**src/rtl/bit_probe_unit.sv**
```systemverilog
module bit_probe_unit #(
  parameter int DATA_W = 32
) (
  input  logic                      clk,
  input  logic                      rst_n,
  input  logic                      in_valid,
  input  logic [2:0]                op,
  input  logic                      wide,
  input  logic [DATA_W-1:0]         operand,
  input  logic [$clog2(DATA_W)-1:0] bit_sel,
  output logic [DATA_W-1:0]         result,
  output logic                      carry,
  output logic                      zero,
  output logic [$clog2(DATA_W)-1:0] scan_idx,
  output logic                      out_valid
);
  localparam int IDX_W  = $clog2(DATA_W);
  localparam int HALF_W = DATA_W / 2;

  localparam logic [2:0] OP_SET   = 3'd1;
  localparam logic [2:0] OP_CLEAR = 3'd2;
  localparam logic [2:0] OP_FLIP  = 3'd3;
  localparam logic [2:0] OP_UP    = 3'd4;
  localparam logic [2:0] OP_DOWN  = 3'd5;

  logic [DATA_W-1:0] src, mask, modified;
  logic [IDX_W-1:0]  bidx, lo_idx, hi_idx;
  logic              picked, any_set, is_scan;

  assign src     = wide ? operand : {{HALF_W{1'b0}}, operand[HALF_W-1:0]};
  assign bidx    = wide ? bit_sel : {1'b0, bit_sel[IDX_W-2:0]};
  assign picked  = src[bidx];
  assign mask    = DATA_W'(1) << bidx;
  assign any_set = |src;
  assign is_scan = (op == OP_UP) || (op == OP_DOWN);

  always_comb begin
    case (op)
      OP_SET:   modified = src | mask;
      OP_CLEAR: modified = src & ~mask;
      OP_FLIP:  modified = src ^ mask;
      default:  modified = src;
    endcase
  end

  always_comb begin
    lo_idx = '0;
    for (int i = DATA_W - 1; i >= 0; i--)
      if (src[i]) lo_idx = IDX_W'(i);
  end

  always_comb begin
    hi_idx = '0;
    for (int i = 0; i < DATA_W; i++)
      if (src[i]) hi_idx = IDX_W'(i);
  end

  always_ff @(posedge clk) begin
    if (!rst_n) begin
      result    <= '0;
      carry     <= 1'b0;
      zero      <= 1'b0;
      scan_idx  <= '0;
      out_valid <= 1'b0;
    end else begin
      out_valid <= in_valid;
      if (in_valid) begin
        result <= modified;
        if (is_scan) begin
          zero <= ~any_set;
          if (any_set) scan_idx <= (op == OP_DOWN) ? hi_idx : lo_idx;
        end else begin
          carry <= picked;
        end
      end
    end
  end

  p_strobe_r1: assert property (@(posedge clk) disable iff (!rst_n)
    in_valid |=> out_valid);
  p_hold_r1: assert property (@(posedge clk) disable iff (!rst_n)
    !in_valid |=> ($stable(result) && $stable(carry) && $stable(zero) && $stable(scan_idx)));
  p_carry_bit_r2: assert property (@(posedge clk) disable iff (!rst_n)
    (in_valid && !is_scan) |=> (carry == $past(src[bidx])));
  p_found_set_r5: assert property (@(posedge clk) disable iff (!rst_n)
    (in_valid && is_scan && any_set) |=> (!zero && result[scan_idx]));
  p_lowest_r4: assert property (@(posedge clk) disable iff (!rst_n)
    (in_valid && op == OP_UP && any_set) |=> ((result & ((DATA_W'(1) << scan_idx) - DATA_W'(1))) == '0));
  p_empty_hold_r6: assert property (@(posedge clk) disable iff (!rst_n)
    (in_valid && is_scan && !any_set) |=> (zero && $stable(scan_idx)));
  p_zero_kept_r7: assert property (@(posedge clk) disable iff (!rst_n)
    (in_valid && !is_scan) |=> $stable(zero));
  p_carry_kept_r7: assert property (@(posedge clk) disable iff (!rst_n)
    (in_valid && is_scan) |=> $stable(carry));
  p_narrow_r8: assert property (@(posedge clk) disable iff (!rst_n)
    (in_valid && !wide) |=> (result[DATA_W-1:HALF_W] == '0));
endmodule

```
**config.mk**
```make
export PLATFORM = sky130hd
export DESIGN_NAME = bit_probe_unit
export DESIGN_NICKNAME = d
export VERILOG_FILES = /design/src/rtl/bit_probe_unit.sv
export SDC_FILE = /design/constraint.sdc
export NUM_CORES = 1
export LEC_CHECK = 0
export ABC_AREA = 1
export CAP_MARGIN = 20
export CORE_MARGIN = 3
export CORE_UTILIZATION = 40
export CTS_CLUSTER_DIAMETER = 60
export DETAILED_ROUTE_END_ITERATION = 6
export HOLD_SLACK_MARGIN = 0.06
export PLACE_DENSITY = 0.73
export SLEW_MARGIN = 15
export SYNTH_ARGS = -nofsm -noshare
export SYNTH_HDL_FRONTEND = slang
export SYNTH_SLANG_ARGS = --single-unit
```
**constraint.sdc**
```tcl
create_clock -name clk -period 3.4 [get_ports clk]
set_clock_uncertainty 0.05 [all_clocks]
set_input_delay 0.68 -clock clk [delete_from_list [all_inputs] [get_ports clk]]
set_output_delay 0.68 -clock clk [all_outputs]
set_load 0.02 [all_outputs]
```
* Yosys cells after proc, flatten, opt, wreduce, memory -nomap -nowiden
Index checks and enable logic that the tools add are counted.
** Word-level totals
- Flip-flop bits (word level) :: 40
- Input port bits :: 44
- Output and inout port bits :: 40
- Logic and storage cells :: 92
** Operators by class
- Magnitude comparators :: 1
- Equality and inequality tests :: 5
- Shift-type cells :: 1
- Multiplexer cells :: 69
- Bitwise logic cells :: 6
- Reduce and logical (&&, ||, !) cells :: 5
** Operators by type and width (count)
- $mux 5 :: 64
- $pmux 32 s3 :: 1
- $and 32x32->32 :: 1
- $mux 32 :: 1
- $not 32->32 :: 1
- $or 32x32->32 :: 1
- $reduce_or 32->1 :: 1
- $shl 1x5->32 const A :: 1
- $xor 32x32->32 :: 1
- $eq 3x2->1 const B :: 2
- $eq 3x3->1 const B :: 2
- $lt 5x6->1 const B :: 1
- $bmux 1 s5 :: 1
- $reduce_and 2->1 :: 2
- $eq 3x1->1 const B :: 1
- $reduce_and 3->1 :: 1
- $mux 1 :: 2
- $not 1->1 :: 2
- $logic_or 1x1->1 :: 1

* Logic depth before layout (Yosys ltp)
Gate-level depths: netlist of run 1.
- Depth in word-level cells :: 34
- Gate-level depth with buffers :: 35
- Depth with buffers taken out :: 35

* Least setup slack after synthesis of run 1
OpenSTA, ideal clock, no wires.
- Path type :: in2reg
- From :: in wide
- To :: reg result[18]
- Library setup time :: 0.115 ns
- Data arrival time :: 2.690 ns
- Required time :: 3.235 ns
- Path slack :: 0.544 ns
- Cell stages on the path :: 13
- Buffers on the path :: 3
- Cell sequence :: buf_6 > clkbuf_4 > nand2_1 > clkinv_1 > clkbuf_1 > nand4_1 > ha_1 > inv_1 > nor2_1 > a41oi_1 > o221ai_1 > o21ai_0 > inv_1
** On the way
- Word-level cells in the longest chain between the ends :: 5
- Elaborated cells between the ends (all ways) :: 8
- Classes of those cells :: shift (1); mux (3); bitwise (4)
** RTL lines
- start, declared :: line 8 : input logic wide,
- $mux 5 :: line 31 : assign bidx = wide ? bit_sel : {1'b0, bit_sel[IDX_W-2:0]};
- $shl 1x5->32 :: line 33 : assign mask = DATA_W'(1) << bidx;
- $not 32->32 :: line 40 : OP_CLEAR: modified = src & ~mask;
- $and 32x32->32 :: line 40
- $pmux 32 s3 * :: line 38 : case (op)
- end signal, assigned :: line 68 : result <= modified;
- end, declared :: line 11 : output logic [DATA_W-1:0] result,
Every way passes the cells marked *; elsewhere a longest branch is shown, timed or not.
A chain may end at the register's enable or synchronous reset.

* Final worst setup path of run 1
- From :: in wide
- To :: reg scan_idx[0]
** On the way
- Word-level cells in the longest chain between the ends :: 34
- Elaborated cells between the ends (all ways) :: 52
- Classes of those cells :: mux (50); reduce/logical (2)
** RTL lines
- $mux 32 * :: line 30 : assign src = wide ? operand : {{HALF_W{1'b0}}, operand[HALF_W-1:0]};
- $mux 5 (32 in a row) :: line 49 : if (src[i]) lo_idx = IDX_W'(i);
- $mux 5 :: line 71 : if (any_set) scan_idx <= (op == OP_DOWN) ? hi_idx : lo_idx;
- end signal, assigned :: line 71
- end, declared :: line 14 : output logic [$clog2(DATA_W)-1:0] scan_idx,
Marked as above.

==> impl_metrics.json, run 1 <==
{
  "r2r_cells": 4,
  "arrival_ns": 3.17,
  "synth_enable_flop_cells": 0,
  "slew_headroom_pct": 58.3,
  "synth-seq-cells": 40,
  "drt-wirelength-per-cell_microns": 16.2,
  "first_iter_violations": 402,
  "synth_nets": 807,
  "worst_slew_pin_slew_ns": 0.625,
  "dominantRegCellSynth": "dfxtp_1",
  "setup.worst_path.class": "input port to register",
  "insertion_delay_ns": 0.31,
  "grt_usage_pct": 23.6,
  "portBuffers": 83,
  "multi_input_area_sq_mm": 0.00306,
  "seq_area_frac_synth_pct": 17.9,
  "crit_top_cell": "nand2_1",
  "clk_path_buf_depth": 2,
  "drc_errors": 0,
  "min-delay-start": "result[31]",
  "dr_wl_met3_microns": 845,
  "maxCapViolCount": 0,
  "antennaDiodeCount": 0,
  "ff_latch_area_sq_um": 801,
  "grt_pass1_vias": 5059,
  "drt-vias-per-instance": 5.59,
  "vias": 5112,
  "fin_setup_tns_ns": 0,
  "hold_depth": 2,
  "crit_path_end_kind": "register",
  "wl_met2_microns": 7310,
  "grt_setup_unrepaired": "false",
  "setup_viol": 0,
  "netlist_area_sq_mm": 0.00447,
  "ant_nets": 0,
  "fmax_ghz": 0.337,
  "path_max_fanout": 18,
  "holdPathEnd": "result[31]",
  "cts_tree": "built",
  "r2r-end": "result[27]",
  "dieHeight_microns": 112,
  "drv_slew": 0,
  "rr_startpoint": "result[27]",
  "io_pins": 84,
  "routed_wirelength_microns": 14800,
  "clkSinkCount": 40,
  "holdWs_ns": 0.442,
  "status": "finished clean",
  "synth_cell_types": 32,
  "rrSetupSlack_ns": 2.64,
  "cts_root_buf": "clkbuf_8",
  "grt_max_degree": 38,
  "m1WireLength_microns": 6420,
  "synth_cells": 699,
  "finalWeightedCongestion": 0.951,
  "hp-class": "register to register",
  "grt_pass1_wl_microns": 24600,
  "cts_made_buffers": 5,
  "antenna_found_initial": 0,
  "cts_resized": 0,
  "avgSynthCellArea_sq_um": 6.39,
  "initial_core_util_pct": 42.2,
  "syn_to_final_growth_pct": 26.4,
  "die_w_microns": 112,
  "drt_first_pass_iters": 5,
  "cp_top_family": "simple AND/OR/NAND/NOR gates",
  "max-vdd-ir-drop_mv": 0.146,
  "fin_crit_ns": 2.96,
  "hold_buffers": 0,
  "cp-startpoint": "wide",
  "hold_viol_final": 0,
  "gr-total-overflow": 0,
  "power_leakage_nw": 2.73,
  "ys.warnings.count": 0,
  "layout.nets": 885,
  "htree_levels": 2,
  "drive_gt1_share_pct": 9.00,
  "hpwl_microns": 10900,
  "dieArea_sq_mm": 0.0125,
  "routed.top_layer": "met4",
  "cts_post_setup_buffers_inserted": 0,
  "mostFrequentLayoutCells": "nor2_1, nand2_1, inv_1, clkdlybuf4s50_1, ha_1",
  "cts.clk_slew.worst_paths_ns": 0.09,
  "power_density_mw_per_mm2": 270,
  "core-area_sq_mm": 0.0106,
  "post-route-util_pct": 53.3,
  "cp.required_ns": 3.61,
  "max_stage_delay_ns": 0.50,
  "async_reset_ff_share_pct": 0,
  "finalCritPeriodShare_pct": 87.2,
  "crit_buf_inv": 2,
  "cpMaxStageDelayCell": "clkdlybuf4s50_1",
  "rows": 37,
  "final_common_cell": "nor2_1",
  "cp-start-kind": "input port",
  "fillers": 1069
}
-- routing by layer --
metal / up-vias / track usage, %
met5: - / 0
met4: 0 / 7.22
met3: 25 / 3.32
li1: 2500 / -
met1: 2402 / 29.7
met2: 185 / 41.4
-- how the worst max path moves through the flow --
stage / to / slack [ns] / depth (start not counted)
2_1_floorplan: result[18] / 0.54 / 13
3_3_place_gp: scan_idx[0] / 0.20 / 34
3_5_place_dp: scan_idx[0] / 0.16 / 34
4_1_cts: scan_idx[0] / 0.47 / 34
5_1_grt: scan_idx[0] / 0.04 / 34
6_report: scan_idx[0] / 0.44 / 34
-- area by class of cell --
class,count,share of cell area (%)
Tap cell,136,3.01
Clock buffer,5,1.22
Clock inverter,3,0.753
Inverter,117,7.99
Multi-Input combinational cell,501,54.1
Timing Repair Buffer,112,18.8
Sequential cell,40,14.2
-- synthesized netlist by cell type (2+ instances only) --
cell type,instances,area share [%]
inv_4,5,0.70
a31oi_1,3,0.42
a41oi_1,28,5.5
o311ai_0,3,0.59
nand2_1,112,9.4
buf_1,2,0.17
o31ai_1,2,0.34
o21ai_0,37,4.1
nand3_1,15,1.7
clkinv_1,4,0.34
nand2_4,4,1.0
o21ai_1,5,0.56
nand2_2,9,1.3
nor2_1,124,10
o22ai_1,15,2.1
nor3_1,4,0.45
dfxtp_1,40,18
inv_1,96,8.1
ha_1,64,18
o211ai_1,5,0.84
clkbuf_1,37,3.1
inv_2,12,1.0
nand4_1,24,3.4
a21oi_1,14,1.6
o221ai_1,28,5.5
-- sequential cells by signal (all words and copies together) (netlist names) --
signal     count
result        32
carry          1
zero           1
scan_idx       5
out_valid      1
-- stage by stage --
step	cell area [sq um]	setup slack (ns)	std cells	power [mW]
CTS	5650	0.474	914	1.53
global placement	5540	0.199	906	1.09
detailed placement	5540	0.163	906	1.11
global route	5650	0.0396	914	1.62
floorplan	4470	0.544	699	0.869
finish	5650	0.436	914	1.52
-- cells by family (layout without fill, tap and decap cells) --
family	count (synthesis)	count (layout)	share of synthesized area [%]
simple gates	293	293	28.0
compound gates	144	144	22.3
buf+inv	158	237	13.8
fa+ha+maj	64	64	17.9
flops	40	40	17.9
-- report_power, final --
group	switching [mW]	leakage (nW)	internal, mW
Sequential	0.0161	0.331	0.501
Clock	0.204	0.0541	0.218
Combinational	0.348	2.34	0.238
Total	0.568	2.73	0.957
-- tightest hold or removal path, delay by kind of cell (launching register included) --
family / cells / cell delay, ns
buf+inv: 1 / 0.05
flops: 1 / 0.34
compound gates: 1 / 0.08
(Power assumes the default switching activity.)
==> run 2, diff against run 1 <==
- CAP_MARGIN: 20 -> unset
==> results of run 2 <==
Final layout, timing and power as in run 1 (identical DEF).
